==> config.mk <==
export PLATFORM = sky130hd
export DESIGN_NAME = et_sum_engine
export DESIGN_NICKNAME = d
export VERILOG_FILES = /design/src/rtl/et_sum_pkg.sv /design/src/rtl/et_threshold_sum.sv /design/src/rtl/et_proj_lut.sv /design/src/rtl/et_accum.sv /design/src/rtl/et_jf_serializer.sv /design/src/rtl/et_sum_engine.sv
export SDC_FILE = /design/constraint.sdc
export NUM_CORES = 1
export LEC_CHECK = 0
export BUFFER_PORTS_ARGS = -buffer_cell sky130_fd_sc_hd__buf_4
export CORE_ASPECT_RATIO = 0.6
export CORE_MARGIN = 2
export CORE_UTILIZATION = 65
export DETAILED_ROUTE_END_ITERATION = 7
export GPL_ROUTABILITY_DRIVEN = 0
export GPL_TIMING_DRIVEN = 0
export PLACE_DENSITY = 0.85
export SLEW_MARGIN = 20
export SYNTH_ARGS = -nofsm -noshare
export SYNTH_HDL_FRONTEND = slang
export SYNTH_HIERARCHICAL = 1
export SYNTH_SLANG_ARGS = --single-unit
==> constraint.sdc <==
create_clock -name clk -period 19.1 [get_ports clk]
set_input_delay 0.955 -clock clk [delete_from_list [all_inputs] [get_ports clk]]
set_output_delay 0.955 -clock clk [all_outputs]
set_load 0.02 [all_outputs]
==> src/rtl/et_sum_pkg.sv <==
package et_sum_pkg;
  typedef enum logic {
    JF_IDLE = 1'b0,
    JF_HIGH = 1'b1
  } jf_state_e;
endpackage

==> src/rtl/et_threshold_sum.sv <==
module et_threshold_sum #(
  parameter int E_W   = 9,
  parameter int IDX_W = 4,
  localparam int ET_W = E_W + 1
) (
  input  logic             clk,
  input  logic             rst_n,
  input  logic             accept,
  input  logic [E_W-1:0]   em,
  input  logic [E_W-1:0]   had,
  input  logic [IDX_W-1:0] idx,
  input  logic [E_W-1:0]   thr_em,
  input  logic [E_W-1:0]   thr_had,
  output logic             v_q,
  output logic [ET_W-1:0]  et_q,
  output logic [IDX_W-1:0] idx_q
);
  function automatic logic [E_W-1:0] cut(input logic [E_W-1:0] v, input logic [E_W-1:0] t);
    return (v > t) ? v : '0;
  endfunction

  logic [E_W-1:0] em_cut, had_cut;
  assign em_cut  = cut(em, thr_em);
  assign had_cut = cut(had, thr_had);

  always_ff @(posedge clk) begin
    if (!rst_n) begin
      v_q   <= 1'b0;
      et_q  <= '0;
      idx_q <= '0;
    end else begin
      v_q <= accept;
      if (accept) begin
        et_q  <= {1'b0, em_cut} + {1'b0, had_cut};
        idx_q <= idx;
      end
    end
  end

  // both values at or below their cuts give zero energy
  p_thr_zero_r2: assert property (@(posedge clk) disable iff (!rst_n)
    ($past(accept) && ($past(em) <= $past(thr_em)) && ($past(had) <= $past(thr_had)))
      |-> (et_q == '0));
endmodule

==> src/rtl/et_proj_lut.sv <==
module et_proj_lut #(
  parameter int NPOS  = 16,
  parameter int ET_W  = 10,
  parameter int WGT_W = 10,
  parameter int FRAC  = 8,
  localparam int IDX_W  = $clog2(NPOS),
  localparam int PROD_W = ET_W + 1 + WGT_W,
  localparam int PROJ_W = PROD_W - FRAC
) (
  input  logic                     clk,
  input  logic                     rst_n,
  input  logic                     we,
  input  logic [IDX_W-1:0]         waddr,
  input  logic signed [WGT_W-1:0]  wcos,
  input  logic signed [WGT_W-1:0]  wsin,
  input  logic [IDX_W-1:0]         ridx,
  input  logic [ET_W-1:0]          et,
  output logic signed [PROJ_W-1:0] px,
  output logic signed [PROJ_W-1:0] py
);
  logic signed [WGT_W-1:0] cos_tab [NPOS];
  logic signed [WGT_W-1:0] sin_tab [NPOS];

  function automatic logic signed [PROJ_W-1:0] project(input logic [ET_W-1:0] e,
                                                       input logic signed [WGT_W-1:0] w);
    logic signed [PROD_W-1:0] ea, wa, p;
    ea = $signed({{WGT_W{1'b0}}, e});
    wa = $signed({{(ET_W+1){w[WGT_W-1]}}, w});
    p  = ea * wa;
    return PROJ_W'(p >>> FRAC);
  endfunction

  always_ff @(posedge clk) begin
    if (!rst_n) begin
      for (int i = 0; i < NPOS; i++) begin
        cos_tab[i] <= '0;
        sin_tab[i] <= '0;
      end
    end else if (we) begin
      cos_tab[waddr] <= wcos;
      sin_tab[waddr] <= wsin;
    end
  end

  assign px = project(et, cos_tab[ridx]);
  assign py = project(et, sin_tab[ridx]);

  // a write lands in the addressed entry
  p_write_lands_r5: assert property (@(posedge clk) disable iff (!rst_n)
    $past(we) |-> (cos_tab[$past(waddr)] == $past(wcos)) && (sin_tab[$past(waddr)] == $past(wsin)));
endmodule

==> src/rtl/et_accum.sv <==
module et_accum #(
  parameter int IN_W   = 10,
  parameter int SUM_W  = 16,
  parameter bit SIGNED = 1'b0
) (
  input  logic             clk,
  input  logic             rst_n,
  input  logic             add_en,
  input  logic             last,
  input  logic [IN_W-1:0]  in_val,
  output logic [SUM_W-1:0] sum_q,
  output logic             ovf_q
);
  logic [SUM_W-1:0] acc;
  logic             acc_ovf;
  logic [SUM_W:0]   ext_a, ext_b, wide;
  logic [SUM_W-1:0] nxt;
  logic             ovf_now;
  logic             in_msb;

  assign in_msb = SIGNED ? in_val[IN_W-1] : 1'b0;
  assign ext_a  = SIGNED ? {acc[SUM_W-1], acc} : {1'b0, acc};
  assign ext_b  = {{(SUM_W+1-IN_W){in_msb}}, in_val};
  assign wide   = ext_a + ext_b;

  always_comb begin
    if (SIGNED) begin
      ovf_now = wide[SUM_W] ^ wide[SUM_W-1];
      if (!ovf_now)       nxt = wide[SUM_W-1:0];
      else if (wide[SUM_W]) nxt = {1'b1, {(SUM_W-1){1'b0}}};
      else                nxt = {1'b0, {(SUM_W-1){1'b1}}};
    end else begin
      ovf_now = wide[SUM_W];
      nxt     = ovf_now ? '1 : wide[SUM_W-1:0];
    end
  end

  always_ff @(posedge clk) begin
    if (!rst_n) begin
      acc     <= '0;
      acc_ovf <= 1'b0;
      sum_q   <= '0;
      ovf_q   <= 1'b0;
    end else if (add_en) begin
      if (last) begin
        sum_q   <= nxt;
        ovf_q   <= acc_ovf | ovf_now;
        acc     <= '0;
        acc_ovf <= 1'b0;
      end else begin
        acc     <= nxt;
        acc_ovf <= acc_ovf | ovf_now;
      end
    end
  end

  // a saturation during the closing add is reported with the frame
  p_ovf_report_r8: assert property (@(posedge clk) disable iff (!rst_n)
    (add_en && last && ovf_now) |=> ovf_q);

  generate
    if (!SIGNED) begin : g_unsigned
      // the unsigned running total never decreases inside a frame
      p_total_monotone_r8: assert property (@(posedge clk) disable iff (!rst_n)
        (add_en && !last) |=> (acc >= $past(acc)));
    end
  endgenerate
endmodule

==> src/rtl/et_jf_serializer.sv <==
module et_jf_serializer
  import et_sum_pkg::*;
#(
  parameter int ET_W = 10,
  localparam int JF_W = (ET_W + 1) / 2
) (
  input  logic            clk,
  input  logic            rst_n,
  input  logic            load,
  input  logic [ET_W-1:0] et,
  output logic [JF_W-1:0] jf_data,
  output logic            jf_valid,
  output logic            jf_first
);
  jf_state_e          st;
  logic [JF_W-1:0]    hi_q;
  logic [2*JF_W-1:0]  et_pad;

  assign et_pad = (2*JF_W)'(et);

  always_ff @(posedge clk) begin
    if (!rst_n) begin
      st       <= JF_IDLE;
      hi_q     <= '0;
      jf_data  <= '0;
      jf_valid <= 1'b0;
      jf_first <= 1'b0;
    end else if (load) begin
      jf_data  <= et_pad[JF_W-1:0];
      hi_q     <= et_pad[2*JF_W-1:JF_W];
      jf_valid <= 1'b1;
      jf_first <= 1'b1;
      st       <= JF_HIGH;
    end else if (st == JF_HIGH) begin
      jf_data  <= hi_q;
      jf_valid <= 1'b1;
      jf_first <= 1'b0;
      st       <= JF_IDLE;
    end else begin
      jf_data  <= '0;
      jf_valid <= 1'b0;
      jf_first <= 1'b0;
    end
  end

  // the high half always follows the low half
  p_hi_follows_lo_r3: assert property (@(posedge clk) disable iff (!rst_n)
    (jf_valid && jf_first) |=> (jf_valid && !jf_first));
  // no new element arrives while the high half is pending
  p_no_load_in_high_r9: assert property (@(posedge clk) disable iff (!rst_n)
    (st == JF_HIGH) |-> !load);
endmodule

==> src/rtl/et_sum_engine.sv <==
module et_sum_engine #(
  parameter int E_W   = 9,
  parameter int NPOS  = 16,
  parameter int WGT_W = 10,
  parameter int FRAC  = 8,
  parameter int SUM_W = 16,
  parameter int CNT_W = 8,
  localparam int IDX_W  = $clog2(NPOS),
  localparam int ET_W   = E_W + 1,
  localparam int JF_W   = (ET_W + 1) / 2,
  localparam int PROJ_W = ET_W + 1 + WGT_W - FRAC
) (
  input  logic             clk,
  input  logic             rst_n,
  input  logic             elem_valid,
  input  logic [E_W-1:0]   elem_em,
  input  logic [E_W-1:0]   elem_had,
  input  logic [IDX_W-1:0] elem_idx,
  input  logic [E_W-1:0]   thr_em,
  input  logic [E_W-1:0]   thr_had,
  input  logic [CNT_W-1:0] frame_len,
  input  logic             lut_we,
  input  logic [IDX_W-1:0] lut_addr,
  input  logic [WGT_W-1:0] lut_cos,
  input  logic [WGT_W-1:0] lut_sin,
  output logic [JF_W-1:0]  jf_data,
  output logic             jf_valid,
  output logic             jf_first,
  output logic             sum_valid,
  output logic [SUM_W-1:0] sum_et,
  output logic [SUM_W-1:0] sum_ex,
  output logic [SUM_W-1:0] sum_ey,
  output logic             ovf_et,
  output logic             ovf_ex,
  output logic             ovf_ey
);
  logic                     accept;
  logic                     v1;
  logic [ET_W-1:0]          et1;
  logic [IDX_W-1:0]         idx1;
  logic signed [PROJ_W-1:0] px, py;
  logic [CNT_W-1:0]         elem_cnt;
  logic                     frame_last;

  assign accept     = elem_valid & ~v1;
  assign frame_last = ((CNT_W+1)'(elem_cnt) + (CNT_W+1)'(1)) >= (CNT_W+1)'(frame_len);

  et_threshold_sum #(.E_W(E_W), .IDX_W(IDX_W)) u_thr (
    .clk(clk), .rst_n(rst_n), .accept(accept),
    .em(elem_em), .had(elem_had), .idx(elem_idx),
    .thr_em(thr_em), .thr_had(thr_had),
    .v_q(v1), .et_q(et1), .idx_q(idx1)
  );

  et_proj_lut #(.NPOS(NPOS), .ET_W(ET_W), .WGT_W(WGT_W), .FRAC(FRAC)) u_lut (
    .clk(clk), .rst_n(rst_n), .we(lut_we), .waddr(lut_addr),
    .wcos(lut_cos), .wsin(lut_sin), .ridx(idx1), .et(et1),
    .px(px), .py(py)
  );

  et_jf_serializer #(.ET_W(ET_W)) u_jf (
    .clk(clk), .rst_n(rst_n), .load(v1), .et(et1),
    .jf_data(jf_data), .jf_valid(jf_valid), .jf_first(jf_first)
  );

  et_accum #(.IN_W(ET_W), .SUM_W(SUM_W), .SIGNED(1'b0)) u_acc_et (
    .clk(clk), .rst_n(rst_n), .add_en(v1), .last(frame_last),
    .in_val(et1), .sum_q(sum_et), .ovf_q(ovf_et)
  );

  et_accum #(.IN_W(PROJ_W), .SUM_W(SUM_W), .SIGNED(1'b1)) u_acc_ex (
    .clk(clk), .rst_n(rst_n), .add_en(v1), .last(frame_last),
    .in_val(px), .sum_q(sum_ex), .ovf_q(ovf_ex)
  );

  et_accum #(.IN_W(PROJ_W), .SUM_W(SUM_W), .SIGNED(1'b1)) u_acc_ey (
    .clk(clk), .rst_n(rst_n), .add_en(v1), .last(frame_last),
    .in_val(py), .sum_q(sum_ey), .ovf_q(ovf_ey)
  );

  always_ff @(posedge clk) begin
    if (!rst_n) begin
      elem_cnt  <= '0;
      sum_valid <= 1'b0;
    end else begin
      sum_valid <= v1 & frame_last;
      if (v1) elem_cnt <= frame_last ? '0 : elem_cnt + 1'b1;
    end
  end

  // the frame-done strobe lasts one cycle
  p_sum_pulse_r6: assert property (@(posedge clk) disable iff (!rst_n)
    sum_valid |=> !sum_valid);
  // a zero frame length closes a frame on every element
  p_len_zero_r7: assert property (@(posedge clk) disable iff (!rst_n)
    (v1 && (frame_len == '0)) |=> sum_valid);
endmodule

# --- After elaboration in Yosys (flattened, before gate mapping) ---
# Memories as Yosys holds them, arrays and structs flattened. A register that Yosys moved wholly into a read port is not among the register bits.
# Index checks and enable logic that the tools add are counted.
word_totals:
  register_bits: 138
  ram_bits: 320
  latchBits: 0
  wordCells: 78
  n_memories: 2
  output_inout_bits: 59
  romBits: 0
  input_bits: 76
op_classes:
  div_mod_pow: 0
  n_mul: 2
  bitwise: 8
  n_addsub: 6
  n_shift: 0
  n_reduce_logical: 3
  n_eq_ne: 0
  order_cmp: 3
  muxes: 33
memory_table:
  columns: ["memory", "words", "width", "read_ports", "rd_ports_with_merged_regs", "write_ports", "line", "source"]
  rows:
  - ["u_lut.cos_tab", 16, 10, 1, 1, 16, "et_proj_lut.sv:21", "logic signed [WGT_W-1:0] cos_tab [NPOS];"]
  - ["u_lut.sin_tab", 16, 10, 1, 1, 16, "et_proj_lut.sv:22", "logic signed [WGT_W-1:0] sin_tab [NPOS];"]
ops:
  columns: ["operator", "count"]
  rows:
  - ["$mux 16", 8]
  - ["$mul 11x10->21", 2]
  - ["$add 16x13->17", 2]
  - ["$mux 4", 6]
  - ["$mux 10", 2]
  - ["$reduce_or 10->1", 2]
  - ["$gt 9x9->1", 2]
  - ["$mux 9", 2]
  - ["$add 16x10->17", 1]
  - ["$mux 1", 12]
  - ["$add 9x9->10", 1]
  - ["$mux 5", 2]
  - ["$add 8x1->9 const B", 1]
  - ["$ge 9x8->1", 1]
  - ["$add 8x1->8 const B", 1]
  - ["$mux 8", 1]
  - ["$or 1x1->1", 3]
  - ["$and 1x1->1", 2]
  - ["$reduce_and 2->1", 1]
  - ["$xor 1x1->1", 2]
  - ["$not 1->1", 1]

# --- Depth between registers and ports, before layout ---
# Gate-level depths: netlist of the first run.
logic_depth:
  word_depth: 5
  ltp_mapped: 37

# --- Hierarchy ---
# The synthesis of the first run kept the hierarchy.
by_module_without_submodules:
  columns: ["mod", "cells_each", "area_per_inst_um2", "n_inst"]
  rows:
  - ["et_proj_lut", 1638, 21097.7, 1]
  - ["et_accum at u_acc_ex ...", 223, 1985.7, 2]
  - ["et_accum at u_acc_et", 222, 1906.8, 1]
  - ["et_threshold_sum", 203, 1577.8, 1]
  - ["et_sum_engine", 90, 744.5, 1]
  - ["et_jf_serializer", 42, 434.2, 1]

# --- Worst setup path before layout of the first run ---
# OpenSTA, ideal clock, no wires.
synth_path:
  kind: "reg2reg"
  startpoint: "register, netlist name u_thr/idx_q[0]"
  endpoint: "register u_acc_ex.sum_q[10]"
  period_less_slack_ps: 8554
  t_arrival_ps: 8432
  path_stages_with_launch: 33
  path_slack_ps: 10546
  required_ps: 18978
  path_cell_list: "dfxtp_1 buf_6 buf_6 buf_2 buf_2 mux4_2 mux4_2 and2_1 fa_1 fa_1 fa_1 inv_1 fa_1 inv_1 ha_1 ha_1 a41o_1 a21oi_1 o21ai_0 a21oi_1 o21ai_0 a221o_1 a21oi_2 xnor2_1 ha_1 a21o_1 a2111oi_0 o21ai_1 a211oi_2 a41oi_2 and2_4 buf_6 a221o_1"
synth_lines:
  columns: ["element", "line", "source"]
  rows:
  - ["end signal, assigned", "et_accum.sv:46", "sum_q <= nxt;"]
  - ["end, declared", "et_accum.sv:11", "output logic [SUM_W-1:0] sum_q,"]

==> results of run 1 <==
==> Yosys cell counts, drive strengths merged (16+ instances only) <==
cell type  number  area share [%]
dfxtp         138             9.3
a221o          29            0.98
o211ai         41             1.0
nand3          56            0.94
and3           18            0.39
xnor2          43             1.3
and2          433             9.1
a21o           33            0.84
edfxtp        320              32
fa            128             8.6
mux4           95             7.2
a21oi          75             1.3
ha            204             8.6
nand2         203             2.6
o21a           18            0.45
nand4          16            0.34
nand2b         29            0.64
a211oi         22            0.62
clkbuf        110             1.4
mux2i          16            0.54
o21ai          85             1.4
nor2b          19            0.40
buf            37            0.81
nor2           93             1.2
xor2           25            0.74
inv           207             2.6
==> report_power, final <==
part | leakage [nW] | switching [mW] | internal (mW)
Combinational | 9.14 | 0.919 | 0.574
Clock | 0.635 | 0.387 | 0.445
Sequential | 4.17 | 0.0426 | 1.13
Total | 13.9 | 1.35 | 2.15
==> registers in the layout (all words and copies together), names as in the netlist, 5 cells and up <==
register / cells
u_acc_ey/acc: 16
u_acc_et/acc: 16
u_lut/cos_tab: 160
elem_cnt: 8
u_lut/sin_tab: 160
u_acc_ex/acc: 16
u_acc_ey/sum_q: 16
u_acc_et/sum_q: 16
u_acc_ex/sum_q: 16
u_thr/et_q: 10
u_jf/hi_q: 5
u_jf/jf_data: 5
==> area by class of cell <==
cell class / count / area (µm²) / area share [%]
flip-flops and latches: 458 / 12400 / 37.2
diodes: 10 / 25.0 / 0.0752
multi-input cells: 1828 / 16100 / 48.2
well taps: 589 / 737 / 2.21
repair buffers: 146 / 1340 / 4.01
inverters: 208 / 781 / 2.35
plain buffers: 147 / 668 / 2.01
clock inverters: 21 / 191 / 0.575
clock buffers: 55 / 1120 / 3.36
==> tightest hold or removal path, stage by stage, from the launching register on <==
cell and delay, ns:
dfxtp_1 0.31, nand2_1 0.05, nand2_1 0.04
==> routing by layer <==
layer / track usage (%) / part of all wire, % / vias up
li1: - / - / 9685
met1: 50.0 / 38 / 10900
met2: 54.0 / 44 / 1741
met5: 0 / 0 / -
met3: 11.0 / 15 / 281
met4: 10.6 / 3.3 / 0
==> placed cells by master, fill, tap and decap left out, types with 11 or more instances in the layout <==
| master | instances |
|---|---|
| and2_1 | 427 |
| edfxtp_1 | 320 |
| inv_1 | 207 |
| ha_1 | 204 |
| nand2_1 | 202 |
| dfxtp_1 | 137 |
| buf_4 | 135 |
| fa_1 | 128 |
| clkbuf_1 | 118 |
| mux4_2 | 94 |
| nor2_1 | 93 |
| a21oi_1 | 71 |
| o21ai_0 | 62 |
| nand3_1 | 56 |
| xnor2_1 | 43 |
| clkbuf_16 | 42 |
| o211ai_1 | 41 |
| a21o_1 | 32 |
| a221o_1 | 29 |
| xor2_1 | 25 |
| buf_2 | 24 |
| nand2b_1 | 21 |
| nor2b_1 | 19 |
| a211oi_1 | 18 |
| o21a_1 | 18 |
| and3_1 | 16 |
| nand4_1 | 16 |
| mux2i_1 | 16 |
| a31oi_1 | 13 |
| o21ai_4 | 12 |
| buf_16 | 12 |
| o21ai_1 | 11 |
==> worst max path at each step <==
stage,cells past startpoint,slack (ns),to,start
after floorplan,32,10.55,u_acc_ex/sum_q[10],u_thr/idx_q[0]
after global placement,32,9.16,u_acc_ex/acc[1],u_thr/idx_q[1]
after detailed placement,32,8.90,u_acc_ex/acc[3],u_thr/idx_q[1]
after CTS,32,8.81,u_acc_ex/acc[4],u_thr/idx_q[1]
after global routing,32,8.11,u_acc_ex/acc[4],u_thr/idx_q[1]
final,32,8.63,u_acc_ex/acc[4],u_thr/idx_q[1]
==> cells by family after synthesis <==
kind of cell | after synthesis | synth area share, %
mux | 115 | 7.90
buf+inv | 355 | 4.87
compound gates | 389 | 9.43
fa+ha+maj | 334 | 17.3
simple gates | 922 | 16.9
xor+xnor | 68 | 2.00
flops | 458 | 41.6
==> stage by stage <==
stage / setup WS (ns) / area, µm²
final: 8.63 / 33300
after global routing: 8.11 / 33300
after CTS: 8.81 / 33300
after detailed placement: 8.90 / 32000
after global placement: 9.16 / 31500
after floorplan: 10.55 / 29700
==> run metrics, run 1 <==
Max Cap Viol=0; Finish-stage setup viols=0; Final Max Tran Viols=0; Yosys Warn Count=6; min-delay src=u_acc_et/sum_q[8]; clk slew on worst S/H paths=about 0.070 ns; post-synthesis sequential area ratio=a little over two fifths; Reg2Reg Depth=32; Yosys reg bits=about 460; clock latency at the later pin of the worst-skew pair=0.60 ns; crit path launch type=flop; Mapped Nets=roughly 3000; # IOs=~140; die width=280 µm; number of flops mapped to enable cells by yosys=320; htree depth=2; Power Dens Cells=105 nW/µm²; Critical path buffers and inverters=8; Finished Core Util=74.0%; die area=around 48000 µm²; FF-to-FF End=u_acc_ex/acc[4]; setup_tns=0 ns; CTS Buffer Depth=3; WL final=about 84000 µm; Gate Count Post-Synth=between 2000 and 3000; cell area after synthesis=29700 µm²; CP max stage delay=~0.82 ns; clk sink count=~460; CP top delay family=adder cells; initial antenna violation count=2; Overall Power=3.50 mW; CP Capture Type=flop; status=finished, final reports clean; first-pass GRT wire length=around 130000 µm; Die H=around 170 µm; RSZ-0062 raised after global routing=no; largest net degree at the start of global routing=39; RR Startpoint=u_thr/idx_q[1]; hold_ws=0.443 ns; worst vdd ir=between 0.08 and 0.09 mV; CP max FO=10; Post-DP HPWL=60200 µm; GR Overflow Total=0; fin crit share=54.8%; Slew headroom=between 30% and 40%; synth unique cells=94; Layout Nets=approximately 3200; Setup Buffers After CTS=0; WL/cell=~24 µm; Root Buffer=clkbuf_16; IO Port Bufs=about 130; CTS tree=done; Hold Violations, Final=0; DRT Pass-1 Iters=6; Mean Syn Cell Area=between 10 and 15 µm²; predominant post-synthesis flop cell=edfxtp_1; Placed Instances=about 3400; Arr. time, crit path=approximately 11 ns; synth-to-layout area growth=12.0%; most frequent CP cell=fa_1; Core Region=between 40000 and 50000 µm²; hold path depth=2; DRC=0; DRT iter0 DRCs=~3300; worst slew pin tran=between 1 and 1.5 ns; FP Rows=60; Max Clock Freq=around 96 MHz; Initial Utilization=roughly 66%; Vias/cell=6.52; vias in the first global route=between 20000 and 25000; critical path required time=~20 ns; Static Leak=about 14 nW; min-delay worst type=reg -> reg; post-CTS sizing=0; share of cells above drive strength 1=14.1%; Hold Path Sink=u_acc_et/sum_q[8]; R2R Setup Slk=approximately 8.6 ns; Post-DRT Antenna Nets=0; non-filler instance count after layout=~3500; CTS Buf Count=42; Fin Clk Skew=0.0379 ns; critical path's slowest cell=clkbuf_1; min cycle time layout=about 10 ns; Post-CTS Hold Buffers=0; Post-synth ARST share=0%; Filler Cell Count=~2800; DR vias=about 23000; WS Path Type=reg -> reg; total track usage=between 30% and 40%
(Power assumes the default switching activity.)
==> inputs of run 2 (changes only) <==
Settings changed: ABC_AREA set to 1, CORE_UTILIZATION 65 to 63, PLACE_DENSITY 0.85 to 0.82.
Clock period 19.1 ns to 9.74 ns, I/O delays scaled along.
==> run metrics, run 2 <==
status=finished, final reports clean; Area contributors post-synth=edfxtp_1, nand2_1, dfxtp_1; fin crit share=96.5% (+42 points); cell area after synthesis=30300 µm² (+1.8%); htree depth=2 (unchanged); CP max stage delay=0.77 ns (-0.05 ns); CP startpoint=u_thr/idx_q[2]; first-pass GRT wire length=135000 µm (+5.1%); Internal=4.59 mW (+110%); CTS Buffer Depth=3 (unchanged); WL final=86800 µm (+3.0%); vias in the first global route=25300 (+12%); xor-xnor portion of the synthesized cell area=1.65% (-0.35 points); initial antenna violation count=0 (-2); total track usage=34.9% (-0.79 points); Mapped Nets=4056 (+33%); sw frac=43.2% (+4.7 points); Yosys Warn Count=6 (unchanged); Initial Utilization=63.6% (-2.5 points); min cycle time layout=9.40 ns (-1.07 ns); most frequent cells in the layout=nand2_1, nor2_1, inv_1; IO Port Bufs=134 (unchanged); Placed Instances=4422 (+31%); synth unique cells=54 (-43%); Clock power frac=21.5% (-2.3 points); post-synthesis sequential area ratio=40.9% (-0.75 points); Max Cap Viol=0 (unchanged); clk sink count=458 (unchanged); Layout Nets=4236 (+31%); Setup WS pre-CTS=0.776 ns (-8.12 ns); Mean Syn Cell Area=8.30 µm² (-26%); Vias/cell=5.89 (-9.7%); FP Rows=62 (+3.3%); DRC=0 (unchanged); Overall Power=8.09 mW (+130%); min-delay worst type=in -> reg; Gate power share=50.2% (+7.5 points); most frequent CP cell=nand2_1; min-delay src=elem_idx[1]; ant diodes=0 (-10); CP Capture Type=flop; CTS tree=done; Synth Area in Simple Gates=23.8% (+6.9 points); Worst Slack Setup Final=0.338 ns (-8.29 ns); Post-synth ARST share=0% (unchanged); Fin Clk Skew=0.0353 ns (-0.00253 ns); main combinational cell family by area after synthesis=simple AND/OR/NAND/NOR gates; switching pwr=3.50 mW (+160%); worst vdd ir=0.217 mV (+160%); Core Region=47600 µm² (+5.9%); largest net degree at the start of global routing=27 (-31%); Slew headroom=17.7% (-14 points); die width=287 µm (+2.5%); mux cell area share after synthesis=0% (-7.9 points); Finished Core Util=70.5% (-3.6 points); critical path's slowest cell=clkbuf_1; critical path required time=10.21 ns (-9.37 ns); WL/cell=19.3 µm (-21%); Synth Area in Compound Gates=8.59% (-0.83 points); most frequent cells after synthesis=nand2_1, nor2_1, inv_1, edfxtp_1, ha_1; CP max FO=10 (unchanged); most common cell after layout, fill and taps aside=nand2_1; Yosys reg bits=458 (unchanged); post-CTS sizing=0 (unchanged); cell with the most instances after synthesis=nand2_1; Die H=174 µm (+2.4%); biggest regs=u_lut/cos_tab x160, u_lut/sin_tab x160; Hold Violations, Final=0 (unchanged); share of cells above drive strength 1=9.51% (-4.6 points); Static Leak=15.9 nW (+14%); synth-to-layout area growth=10.8%; GR Overflow Total=0 (unchanged); DR vias=26500 (+17%); DRT iter0 DRCs=3814 (+15%); Finish-stage setup viols=0 (unchanged); worst slew pin tran=1.23 ns (+0.202 ns); Gate Count Post-Synth=3648 (+38%); die area=49900 µm² (+5.0%); non-filler instance count after layout=4501 (+30%); # IOs=135 (unchanged); Yosys top cell by area=edfxtp_1; Reg power frac=28.2% (-5.4 points); adder-cell share of the synthesized area=16.9% (-0.38 points); Power Dens Cells=241 nW/µm² (+130%); number of flops mapped to enable cells by yosys=320 (unchanged); post-synth top area share=31.7% (-0.59 points); clock latency at the later pin of the worst-skew pair=0.60 ns (about the same); hold path depth=3 (+1); Root Buffer=clkbuf_16; Arr. time, crit path=9.87 ns (-1.08 ns); predominant post-synthesis flop cell=edfxtp_1; Reg2Reg Depth=34 (+6.3%); CTS Buf Count=44 (+4.8%); Post-DRT Antenna Nets=0 (unchanged); Post-DP HPWL=64600 µm (+7.4%); WS Path Type=reg -> reg; setup_tns=0 ns (unchanged); Setup Buffers After CTS=0 (unchanged); Max Clock Freq=106 MHz (+11%); clk slew on worst S/H paths=0.07 ns (about the same); crit path launch type=flop; RSZ-0062 raised after global routing=no; DRT Pass-1 Iters=7 (+1); Final Max Tran Viols=0 (unchanged); RR Startpoint=u_thr/idx_q[2]; Post-CTS Hold Buffers=0 (unchanged)
## run 2: cell types whose count changed after synthesis, sizes merged, moves of 26 or more
| cell | change |
|---|---|
| o221ai | +49 |
| inv | +248 |
| and2 | -429 |
| a221o | -29 |
| xnor2 | -26 |
| nand2 | +650 |
| a21o | -30 |
| nand3 | +86 |
| nor2 | +615 |
| nand2b | -29 |
| a21oi | +62 |
| o21ai | +83 |
| mux4 | -95 |
## run 2: path summary, 6_finish.rpt
check | endpoint | slack, ns
max | u_acc_ey/sum_q[7] | 0.34
min | u_thr/idx_q[1] | 0.12
max reg2reg | u_acc_ey/sum_q[7] | 0.34
min reg2reg | u_acc_et/sum_q[10] | 0.45
## run 2: through the flow
stage / hold WS, ns / instance area (µm²)
global route: 0.114 / 33600
detailed placement: 0.440 / 32100
global placement: 0.443 / 32100
floorplan: 0.449 / 30300
finish: 0.120 / 33600
CTS: 0.109 / 33500
## run 2: final cells by class
| type | count | area, µm² |
|---|---|---|
| repair buffers | 134 | 1010 |
| inverters | 464 | 1750 |
| multi-input cells | 2571 | 15500 |
| flip-flops and latches | 458 | 12400 |
| plain buffers | 155 | 723 |
| well taps | 640 | 801 |
| fillers | 3728 | 14100 |
| clock inverters | 27 | 302 |
| clock buffers | 52 | 1140 |
## run 2: power by group through the flow
stage / Sequential, mW / Combinational (mW) / Clock, mW
final: 2.29 / 4.07 / 1.74
after global routing: 2.30 / 4.56 / 1.83
after CTS: 2.28 / 3.98 / 1.75
after detailed placement: 2.32 / 3.94 / 0
after global placement: 2.32 / 3.86 / 0
after floorplan: 2.30 / 3.02 / 0
## run 2: metal layers
| layer | up-vias | routed length, µm | global-route usage [%] | part of all wire [%] |
|---|---|---|---|---|
| li1 | 12100 | - | - | - |
| met1 | 12300 | 34400 | 50.4 | 40 |
| met2 | 1833 | 34500 | 48.8 | 40 |
| met3 | 235 | 15500 | 14.0 | 18 |
| met4 | 2 | 2330 | 9.03 | 2.7 |
| met5 | - | 68 | 1.06 | 0.078 |
## run 2: critical path, delay by kind of cell, from the launching register on
family / cells / cell delay [ns]
buffers and inverters: 7 / 2.00
AOI/OAI and AO/OA: 5 / 1.24
xor gates and xnor gates: 1 / 0.45
and+or+nand+nor: 14 / 1.87
adders and majority gates: 7 / 3.21
DFF: 1 / 0.46
## run 2: cells by family (layout without fill, tap and decap cells)
| kind of cell | Yosys count | after routing |
|---|---|---|
| adders and majority gates | 332 | 332 |
| DFF | 458 | 458 |
| and+or+nand+nor | 1755 | 1755 |
| AOI/OAI and AO/OA | 427 | 427 |
| buffers and inverters | 619 | 832 |
| xor gates and xnor gates | 57 | 57 |
